**src/rtl/sram_b2_pkg.sv**
```systemverilog
package sram_b2_pkg;
  localparam int unsigned LANE_W = 9;

  typedef enum logic {
    PH_CMD   = 1'b0,
    PH_BEAT1 = 1'b1
  } phase_e;
endpackage

```
**src/rtl/sram_b2_ctrl.sv**
```systemverilog
module sram_b2_ctrl
  import sram_b2_pkg::*;
#(
  parameter int unsigned ADDR_W = 6
) (
  input  logic              clk_i,
  input  logic              rst_ni,
  input  logic              load_i,
  input  logic              rw_i,
  input  logic [ADDR_W-1:0] addr_i,
  output phase_e            ph_o,
  output logic              rd_en_o,
  output logic [ADDR_W-1:0] rd_addr_o,
  output logic              wr_en_o,
  output logic [ADDR_W-1:0] wr_addr_o
);
  phase_e            ph_q;
  logic              rd_pend_q, rd_act_q, wr_pend_q, wr_act_q;
  logic [ADDR_W-1:0] rd_base_q, rd_hold_q, wr_base_q, wr_hold_q;

  always_ff @(posedge clk_i or negedge rst_ni) begin
    if (!rst_ni) begin
      ph_q      <= PH_CMD;
      rd_pend_q <= 1'b0;
      rd_act_q  <= 1'b0;
      wr_pend_q <= 1'b0;
      wr_act_q  <= 1'b0;
      rd_base_q <= '0;
      rd_hold_q <= '0;
      wr_base_q <= '0;
      wr_hold_q <= '0;
    end else begin
      ph_q <= (ph_q == PH_CMD) ? PH_BEAT1 : PH_CMD;
      if (ph_q == PH_CMD) begin
        // stage 1: new command; stage 2: previous command enters its data period
        rd_pend_q <= load_i & rw_i;
        wr_pend_q <= load_i & ~rw_i;
        rd_base_q <= addr_i;
        wr_base_q <= addr_i;
        rd_act_q  <= rd_pend_q;
        wr_act_q  <= wr_pend_q;
        rd_hold_q <= rd_base_q;
        wr_hold_q <= wr_base_q;
      end
    end
  end

  assign ph_o      = ph_q;
  assign rd_en_o   = (ph_q == PH_CMD) ? rd_pend_q : rd_act_q;
  assign wr_en_o   = (ph_q == PH_CMD) ? wr_pend_q : wr_act_q;
  assign rd_addr_o = (ph_q == PH_CMD) ? rd_base_q : {rd_hold_q[ADDR_W-1:1], ~rd_hold_q[0]};
  assign wr_addr_o = (ph_q == PH_CMD) ? wr_base_q : {wr_hold_q[ADDR_W-1:1], ~wr_hold_q[0]};
endmodule

```
**src/rtl/sram_b2_mem.sv**
```systemverilog
module sram_b2_mem
  import sram_b2_pkg::*;
#(
  parameter int unsigned ADDR_W = 6,
  parameter int unsigned DATA_W = 18
) (
  input  logic                     clk_i,
  input  logic                     we_i,
  input  logic [ADDR_W-1:0]        waddr_i,
  input  logic [DATA_W-1:0]        wdata_i,
  input  logic [DATA_W/LANE_W-1:0] bw_ni,
  input  logic [ADDR_W-1:0]        raddr_i,
  output logic [DATA_W-1:0]        rdata_o
);
  localparam int unsigned DEPTH = 1 << ADDR_W;
  localparam int unsigned LANES = DATA_W / LANE_W;

  logic [DATA_W-1:0] mem_q [DEPTH];

  for (genvar k = 0; k < LANES; k++) begin : g_lane
    always_ff @(posedge clk_i) begin
      if (we_i && !bw_ni[k])
        mem_q[waddr_i][k*LANE_W +: LANE_W] <= wdata_i[k*LANE_W +: LANE_W];
    end
  end

  assign rdata_o = mem_q[raddr_i];
endmodule

```
**src/rtl/sram_b2_out.sv**
```systemverilog
module sram_b2_out
  import sram_b2_pkg::*;
#(
  parameter int unsigned DATA_W = 18
) (
  input  logic              clk_i,
  input  logic              rst_ni,
  input  phase_e            ph_i,
  input  logic              rd_en_i,
  input  logic [DATA_W-1:0] rword_i,
  output logic [DATA_W-1:0] rdata_o,
  output logic              oe_o,
  output logic              echo_o
);
  always_ff @(posedge clk_i or negedge rst_ni) begin
    if (!rst_ni) begin
      rdata_o <= '0;
      oe_o    <= 1'b0;
      echo_o  <= 1'b0;
    end else begin
      oe_o   <= rd_en_i;
      echo_o <= (ph_i == PH_CMD);
      if (rd_en_i) rdata_o <= rword_i;
    end
  end
endmodule

```
**src/rtl/sram_b2_core.sv**
```systemverilog
module sram_b2_core
  import sram_b2_pkg::*;
#(
  parameter int unsigned ADDR_W = 6,
  parameter int unsigned DATA_W = 18
) (
  input  logic                     clk_i,
  input  logic                     rst_ni,
  input  logic                     load_i,
  input  logic                     rw_i,
  input  logic [ADDR_W-1:0]        addr_i,
  input  logic [DATA_W-1:0]        wdata_i,
  input  logic [DATA_W/LANE_W-1:0] bw_ni,
  output logic [DATA_W-1:0]        rdata_o,
  output logic                     oe_o,
  output logic                     echo_o
);
  phase_e            ph;
  logic              rd_en, wr_en;
  logic [ADDR_W-1:0] rd_addr, wr_addr;
  logic [DATA_W-1:0] rword;

  sram_b2_ctrl #(.ADDR_W(ADDR_W)) ctrl_i (
    .clk_i, .rst_ni, .load_i, .rw_i, .addr_i,
    .ph_o(ph), .rd_en_o(rd_en), .rd_addr_o(rd_addr),
    .wr_en_o(wr_en), .wr_addr_o(wr_addr)
  );

  sram_b2_mem #(.ADDR_W(ADDR_W), .DATA_W(DATA_W)) mem_i (
    .clk_i, .we_i(wr_en), .waddr_i(wr_addr), .wdata_i, .bw_ni,
    .raddr_i(rd_addr), .rdata_o(rword)
  );

  sram_b2_out #(.DATA_W(DATA_W)) out_i (
    .clk_i, .rst_ni, .ph_i(ph), .rd_en_i(rd_en), .rword_i(rword),
    .rdata_o, .oe_o, .echo_o
  );
endmodule

```
**config.mk**
```make
export PLATFORM = sky130hd
export DESIGN_NAME = sram_b2_core
export DESIGN_NICKNAME = d
export VERILOG_FILES = /design/src/rtl/sram_b2_pkg.sv /design/src/rtl/sram_b2_ctrl.sv /design/src/rtl/sram_b2_mem.sv /design/src/rtl/sram_b2_out.sv /design/src/rtl/sram_b2_core.sv
export SDC_FILE = /design/constraint.sdc
export NUM_CORES = 1
export LEC_CHECK = 0
export BUFFER_PORTS_ARGS = -buffer_cell sky130_fd_sc_hd__buf_2
export CORE_AREA = 2 2 316 318
export CTS_CLUSTER_SIZE = 28
export DETAILED_ROUTE_END_ITERATION = 10
export DIE_AREA = 0 0 318 320
export GPL_TIMING_DRIVEN = 0
export HOLD_SLACK_MARGIN = 0.15
export PLACE_DENSITY = 0.6
export REMOVE_ABC_BUFFERS = 1
export SLEW_MARGIN = 25
export SYNTH_ARGS = -nofsm -noshare
export SYNTH_HDL_FRONTEND = slang
export SYNTH_SLANG_ARGS = --single-unit
```
**constraint.sdc**
```tcl
create_clock -name clk_i -period 5.8 [get_ports clk_i]
set_input_delay 0.58 -clock clk_i [delete_from_list [all_inputs] [get_ports clk_i]]
set_output_delay 0.58 -clock clk_i [all_outputs]
set_load 0.02 [all_outputs]
```
Word-level counts from Yosys, hierarchy flattened
Memories as Yosys holds them, arrays and structs flattened. A register that Yosys moved wholly into a read port is not among the register bits. Cells that the tools add are included.

Multiplexer cells: 8. Reduce and logical (&&, ||, !) cells: 5. Bitwise gates (word level): 5.

Operators with widths (number): two-way mux 1 bit (7); two-way mux 6 bit (1); logical NOT 1 bit (3); inverter 1 bit (3); AND 1 bit (2); logical AND 1 bit (2).

Logic and storage cells: 27. Flip-flop bits (word level): 18. Output and inout bits: 20. RAM bits: 1152. Memories kept: 1. Input port bits: 30.

Memories: mem_i.mem_q (words 64, bits a word 18, read ports 1, clocked after Yosys merged registers in 1, wr ports 1, line sram_b2_mem.sv:18) `logic [DATA_W-1:0] mem_q [DEPTH];`.

Logic depth before layout (Yosys ltp)
Depth after elaboration: 4. Depth in mapped cells: 12. Gate-level depth less buffers: 8.

Hierarchy
From an unflattened synthesis, not the netlist that was laid out.

Cell total of the unflattened synthesis: 2053. Area total of the unflattened synthesis: 45969.1 µm².

By module, submodules not included: sram_b2_mem (seq. area each 34593.2 µm², cells an instance 1964, times used 1, area each 44455.1 µm²); sram_b2_out (seq. area each 500.5 µm², cells an instance 41, times used 1, area each 775.7 µm²); sram_b2_ctrl (seq. area each 425.4 µm², cells an instance 48, times used 1, area each 738.2 µm²).

Worst setup path before layout
No wires, ideal clock.

Kind: register -> register. Start point: register ctrl_i.ph_q (netlist: ctrl_i.ph_o). End point: memory mem_i.mem_q[42][10] (enable). Data required time: 5426 ps. Library setup time: 374 ps. Arrival time: 2304 ps. Buffers on the path: 3. Clock period less this slack: 2679 ps. Stages on the path, launching flop included: 9. Slack: 3121 ps. Cell sequence: dfrtp_1 buf_6 buf_6 buf_6 mux2i_4 inv_2 nor3_1 nand2_1 nor2_1.

Longest elaborated chain between the ends: 4. Elaborated cells between the ends (all ways): 5. Classes of those cells: 4 x mux; 1 x reduce/logical.

Ends and longest elaborated chain: start, declared (line sram_b2_ctrl.sv:17) `phase_e ph_q;`; start signal, assigned (line sram_b2_ctrl.sv:33) `ph_q <= (ph_q == PH_CMD) ? PH_BEAT1 : PH_CMD;`; two-way mux 1 bit (line sram_b2_ctrl.sv:50) `assign wr_en_o = (ph_q == PH_CMD) ? wr_pend_q : wr_act_q;`; logical AND 1 bit (line sram_b2_mem.sv:22) `if (we_i && !bw_ni[k])`; two-way mux 1 bit (line sram_b2_mem.sv:22); two-way mux 1 bit (not written as such) (line sram_b2_mem.sv:23) `mem_q[waddr_i][k*LANE_W +: LANE_W] <= wdata_i[k*LANE_W +: LANE_W];`; end, declared (line sram_b2_mem.sv:18).

Parallel ways exist; a longest one is shown, timed or not.

Worst setup path after layout
Start point: register ctrl_i.ph_q (netlist: ctrl_i.ph_o). End point: memory mem_i.mem_q[0][13] (enable).

The elaborated chain is that of the path after synthesis.

==> results_tabular.tex <==
\begin{tabular}{lr}
\hline
Metric & Value \\
\hline
\multicolumn{2}{l}{\textbf{Clocking}} \\
\quad Post-CTS Setup Repair Bufs & 0 \\
\quad Clock tree from TritonCTS & yes \\
\quad Clock H-tree levels & 3 \\
\quad CTS root buffer & clkbuf\_16 \\
\quad Later-pin clock latency in the skew report & 700 ps \\
\quad Clock-pin slew reported for the worst setup and hold paths after clock tree synthesis & 70 ps \\
\quad Clock buffers created by TritonCTS & 111 \\
\quad Total number of clock tree sinks & 1187 \\
\quad Bufs on Longest Clock Path & 3 \\
\multicolumn{2}{l}{\textbf{Logic synthesis}} \\
\quad Synthesized instance count & 2509 \\
\quad Synthesized flop and latch total & 1187 \\
\quad Most frequently used flop master after synthesis & edfxtp\_1 \\
\quad Sequential share of the synthesized area & 80.60\% \\
\quad Cell accounting for the most synthesized area & edfxtp\_1 \\
\quad Number of warnings issued by yosys & 0 \\
\quad Post-synthesis cell area & 44010 µm² \\
\quad Number of synthesized flops with an enable pin & 1152 \\
\quad Post-synthesis area per instance & 17.54 µm² \\
\quad Portion of synthesized cell area occupied by the leading cell type & 78.61\% \\
\quad Dominant cells by area after synthesis & edfxtp\_1 79\%, a22oi\_1 7.0\%, dfrtp\_1 2.0\% \\
\quad Fraction of synthesis flops using an asynchronous set or reset pin & 2.949\% \\
\quad Number of distinct library cells after synthesis & 51 \\
\multicolumn{2}{l}{\textbf{GRT}} \\
\quad Global-route wire length before repair & 172800 µm \\
\quad Initial antenna violation count & 3 \\
\quad Largest net degree at the start of global routing & 65 \\
\quad Number of global-route vias before repair & 24.24k \\
\quad Overflow left after global routing & 0 \\
\quad Global-route usage over all layers & 23.55\% \\
\multicolumn{2}{l}{\textbf{Place}} \\
\quad Estimated wirelength of the detail-placed design & 71590 µm \\
\quad Weighted congestion reported at the end of routability-driven placement & 0.8249 \\
\quad IO Port Bufs & 49 \\
\quad Placed Instances & 3727 \\
\multicolumn{2}{l}{\textbf{Worst hold path}} \\
\quad Number of instances on the worst hold path & 2 \\
\quad Endpoint, Worst Hold & ctrl\_i.rd\_base\_q[0]\$\_DFFE\_PN0N\_ \\
\quad Hold path startpoint & addr\_i[0] \\
\quad Worst hold path type & in2reg \\
\multicolumn{2}{l}{\textbf{Setup path}} \\
\quad Minimum setup slack among reg-to-reg paths & 1150 ps \\
\quad Cell with the largest stage delay on the worst path & nor2\_1 \\
\quad CP startpoint kind & flip-flop \\
\quad Source of the worst register-to-register timing path & ctrl\_i.ph\_o\$\_DFF\_PN0\_ \\
\quad Req. time, crit path & 6110 ps \\
\quad Count of cells along the worst register-to-register path & 5 \\
\quad Critical path's largest stage delay & 930 ps \\
\quad CP startpoint & ctrl\_i.ph\_o\$\_DFF\_PN0\_ \\
\quad R2r endpoint & mem\_i.mem\_q[0][13]\$\_DFFE\_PP\_ \\
\quad Crit end category & flip-flop \\
\quad Start-to-end type of the worst setup path & reg2reg \\
\quad Data arrival time of the critical path & 4960 ps \\
\quad Cell-by-cell trace of the critical path & mux2i\_1 -> nand2\_1 -> nor2\_1 -> nand2\_1 -> nor2\_1 \\
\quad Critical path peak fanout & 47 \\
\multicolumn{2}{l}{\textbf{Timing}} \\
\quad Final sum of negative setup slack & 0 ps \\
\quad Maximum clock frequency & 215.2 MHz \\
\quad Slew headroom & 21.47\% \\
\quad Number of max-slew violations in the final report & 0 \\
\quad Tcrit/Tclk final & 80.12\% \\
\quad Worst Clk Skew & 20.13 ps \\
\quad Setup-violating endpoint count in the final report & 0 \\
\quad Endpoints failing hold & 0 \\
\quad Setup repair after global routing missed its margin & no \\
\quad Worst Tran Pin Value & 1174 ps \\
\quad Min Clock Period, post-route & 4647 ps \\
\multicolumn{2}{l}{\textbf{Routing}} \\
\quad Metal3 WL & 10530 µm \\
\quad 1st-iter DRT viols & 2845 \\
\quad Residual DRC & 0 \\
\quad Total vias in the final route & 24.92k \\
\quad Post-DR wirelength/cell & 30.92 µm \\
\quad First drt pass iteration count & 7 \\
\quad Routed length on met1 & 48650 µm \\
\quad Total wirelength of the detailed-routed design & 121700 µm \\
\quad Max Used Layer & met5 \\
\quad Met2 routed wirelength & 57910 µm \\
\quad Post-DRT Antenna Nets & 0 \\
\quad Vias per std cell & 6.328 \\
\multicolumn{2}{l}{\textbf{Status}} \\
\quad Run status & completed \\
\multicolumn{2}{l}{\textbf{Layout}} \\
\quad Filler cells & 7821 \\
\quad Register cell area after layout & 35470 µm² \\
\quad Area used by multi-input combinational logic & 7978 µm² \\
\quad Area overhead of the layout relative to synthesis & 13.76\% \\
\quad Share of final-layout standard cells stronger than drive strength 1 & 14.64\% \\
\quad Antenna cell count & 0 \\
\quad Number of nets in the layout & 2586 \\
\quad Count of placed standard cells in the final layout, fillers left out & 3937 \\
\multicolumn{2}{l}{\textbf{Power and ir drop}} \\
\quad Standby leakage power & 15.02 nW \\
\quad Peak VDD IR & 0.2654 mV \\
\quad Ratio of total power to cell area & 353.2 nW/µm² \\
\multicolumn{2}{l}{\textbf{Floorplanning}} \\
\quad Row Count & 115 \\
\quad Initial core utilization & 44.91\% \\
\quad Core footprint & 97990 µm² \\
\quad Vert. Die Dim & 320 µm \\
\quad Die Wd & 318 µm \\
\quad Die Footprint & 101800 µm² \\
\quad Top Ports & 50 \\
\multicolumn{2}{l}{\textbf{Flow run}} \\
\quad Max-cap check violation count & 0 \\
\hline
\end{tabular}
kinds of logic after synthesis:
kind of cell | after synthesis | synth area share, %
flops | 1187 | 80.60
compound gates | 701 | 11.91
simple gates | 391 | 3.958
buf+inv | 168 | 1.908
mux | 62 | 1.626
cells in the final DEF, fill, tap and decap left out, types with 4 or more instances in the layout:
cell type   synthesis  final
clkinv_1            0     26
and4b_1             4      4
clkinv_2            0     25
nor4_1             25     24
nand2_1           144    141
nand4_1            13     13
mux2_2             56     56
a31oi_1            75     73
buf_12              0     13
bufinv_16           0     16
edfxtp_1         1152   1152
a222oi_1           23     23
clkinvlp_4          0      6
a21oi_1            59     58
buf_2              96     30
dfrtp_1            35     34
nor3_1              8      4
nor3_2              0      4
a22o_1              9      9
nor4bb_1            5      5
clkbuf_16           0    112
a22oi_1           413    413
buf_4              11     20
or2_4               0      6
nor2_1            161    125
buf_6               6      6
a221oi_1           42     42
nor2_2              0     31
buf_16              0     20
nor2_4              0      5
buf_8               0      4
a41oi_1            64     64
clkbuf_1           41     15
nand4b_1            8      8
layout make-up:
cell class,count,share of cell area (%)
Inverter,6,0.05499
Timing Repair Buffer,96,2.534
Tap cell,1287,3.217
Sequential cell,1187,70.86
Multi-Input combinational cell,1154,15.94
Clock inverter,80,1.685
Clock buffer,127,5.711
registers in the layout (all words and copies together) (netlist names):
| signal | flops |
|---|---|
| mem_i.mem_q | 1152 |
| out_i.rdata_o | 18 |
| ctrl_i.rd_base_q | 6 |
| ctrl_i.rd_hold_q | 6 |
| ctrl_i.ph_o | 1 |
| ctrl_i.rd_pend_q | 1 |
| ctrl_i.wr_act_q | 1 |
| ctrl_i.wr_pend_q | 1 |
| out_i.oe_o | 1 |
report_power, final:
group	internal, W	switching (W)
logic	0.000223	0.000578
registers	0.00944	0.0000371
clock network	0.00425	0.00315
total	0.0139	0.00377
per-stage QoR:
stage | setup slack, ps | power, W | area [µm²] | hold slack (ps) | utilization (%)
2_1_floorplan | 579.4 | 0.009968 | 43190 | 284.4 | -
3_3_place_gp | -5185 | 0.01038 | 45050 | 469.8 | 45.97
5_1_grt | 972.6 | 0.01811 | 50060 | 180.4 | 51.09
4_1_cts | 1232 | 0.01772 | 49960 | 174.4 | 50.99
3_5_place_dp | 1235 | 0.01045 | 46230 | 487.8 | 47.18
6_report | 1153 | 0.01768 | 50060 | 190.3 | 51.09
synthesized netlist by cell type, types with 13 or more instances:
master / n
a21oi_1: 59
nand4_1: 13
mux2_2: 56
a221oi_1: 42
a31oi_1: 75
nor4_1: 25
nand2_1: 144
dfrtp_1: 35
edfxtp_1: 1152
a222oi_1: 23
a22oi_1: 413
buf_2: 96
clkbuf_1: 41
a41oi_1: 64
nor2_1: 161
metal layers:
metal  vias to the layer above  GRT usage, %
met3                       257         4.768
met5                         -             0
met2                      1246         38.32
met4                         2         8.794
met1                     12930         31.46
li1                      10480             -
worst max path at each step:
| stage | depth (start not counted) | slack [ps] | endpoint |
|---|---|---|---|
| 2_1_floorplan | 4 | 580 | mem_i.mem_q[47][0]$_DFFE_PP_ |
| 3_3_place_gp | 8 | -5190 | out_i.rdata_o[17]$_DFFE_PN0P_ |
| 3_5_place_dp | 5 | 1230 | mem_i.mem_q[52][9]$_DFFE_PP_ |
| 4_1_cts | 5 | 1230 | mem_i.mem_q[52][17]$_DFFE_PP_ |
| 5_1_grt | 5 | 970 | mem_i.mem_q[0][12]$_DFFE_PP_ |
| 6_report | 5 | 1150 | mem_i.mem_q[0][13]$_DFFE_PP_ |
timing repair:
item	4_1_cts	5_1_grt
resized for setup	0	0
endpoints found under the hold margin	37	0
hold buffers	3	0
worst max-delay path: cells and delay by family, from the launching register on:
kind,cells,cell delay (ps)
flip-flops,1,910
multiplexers,1,920
AND/OR/NAND/NOR,4,2410
(Power assumes the default switching activity.)
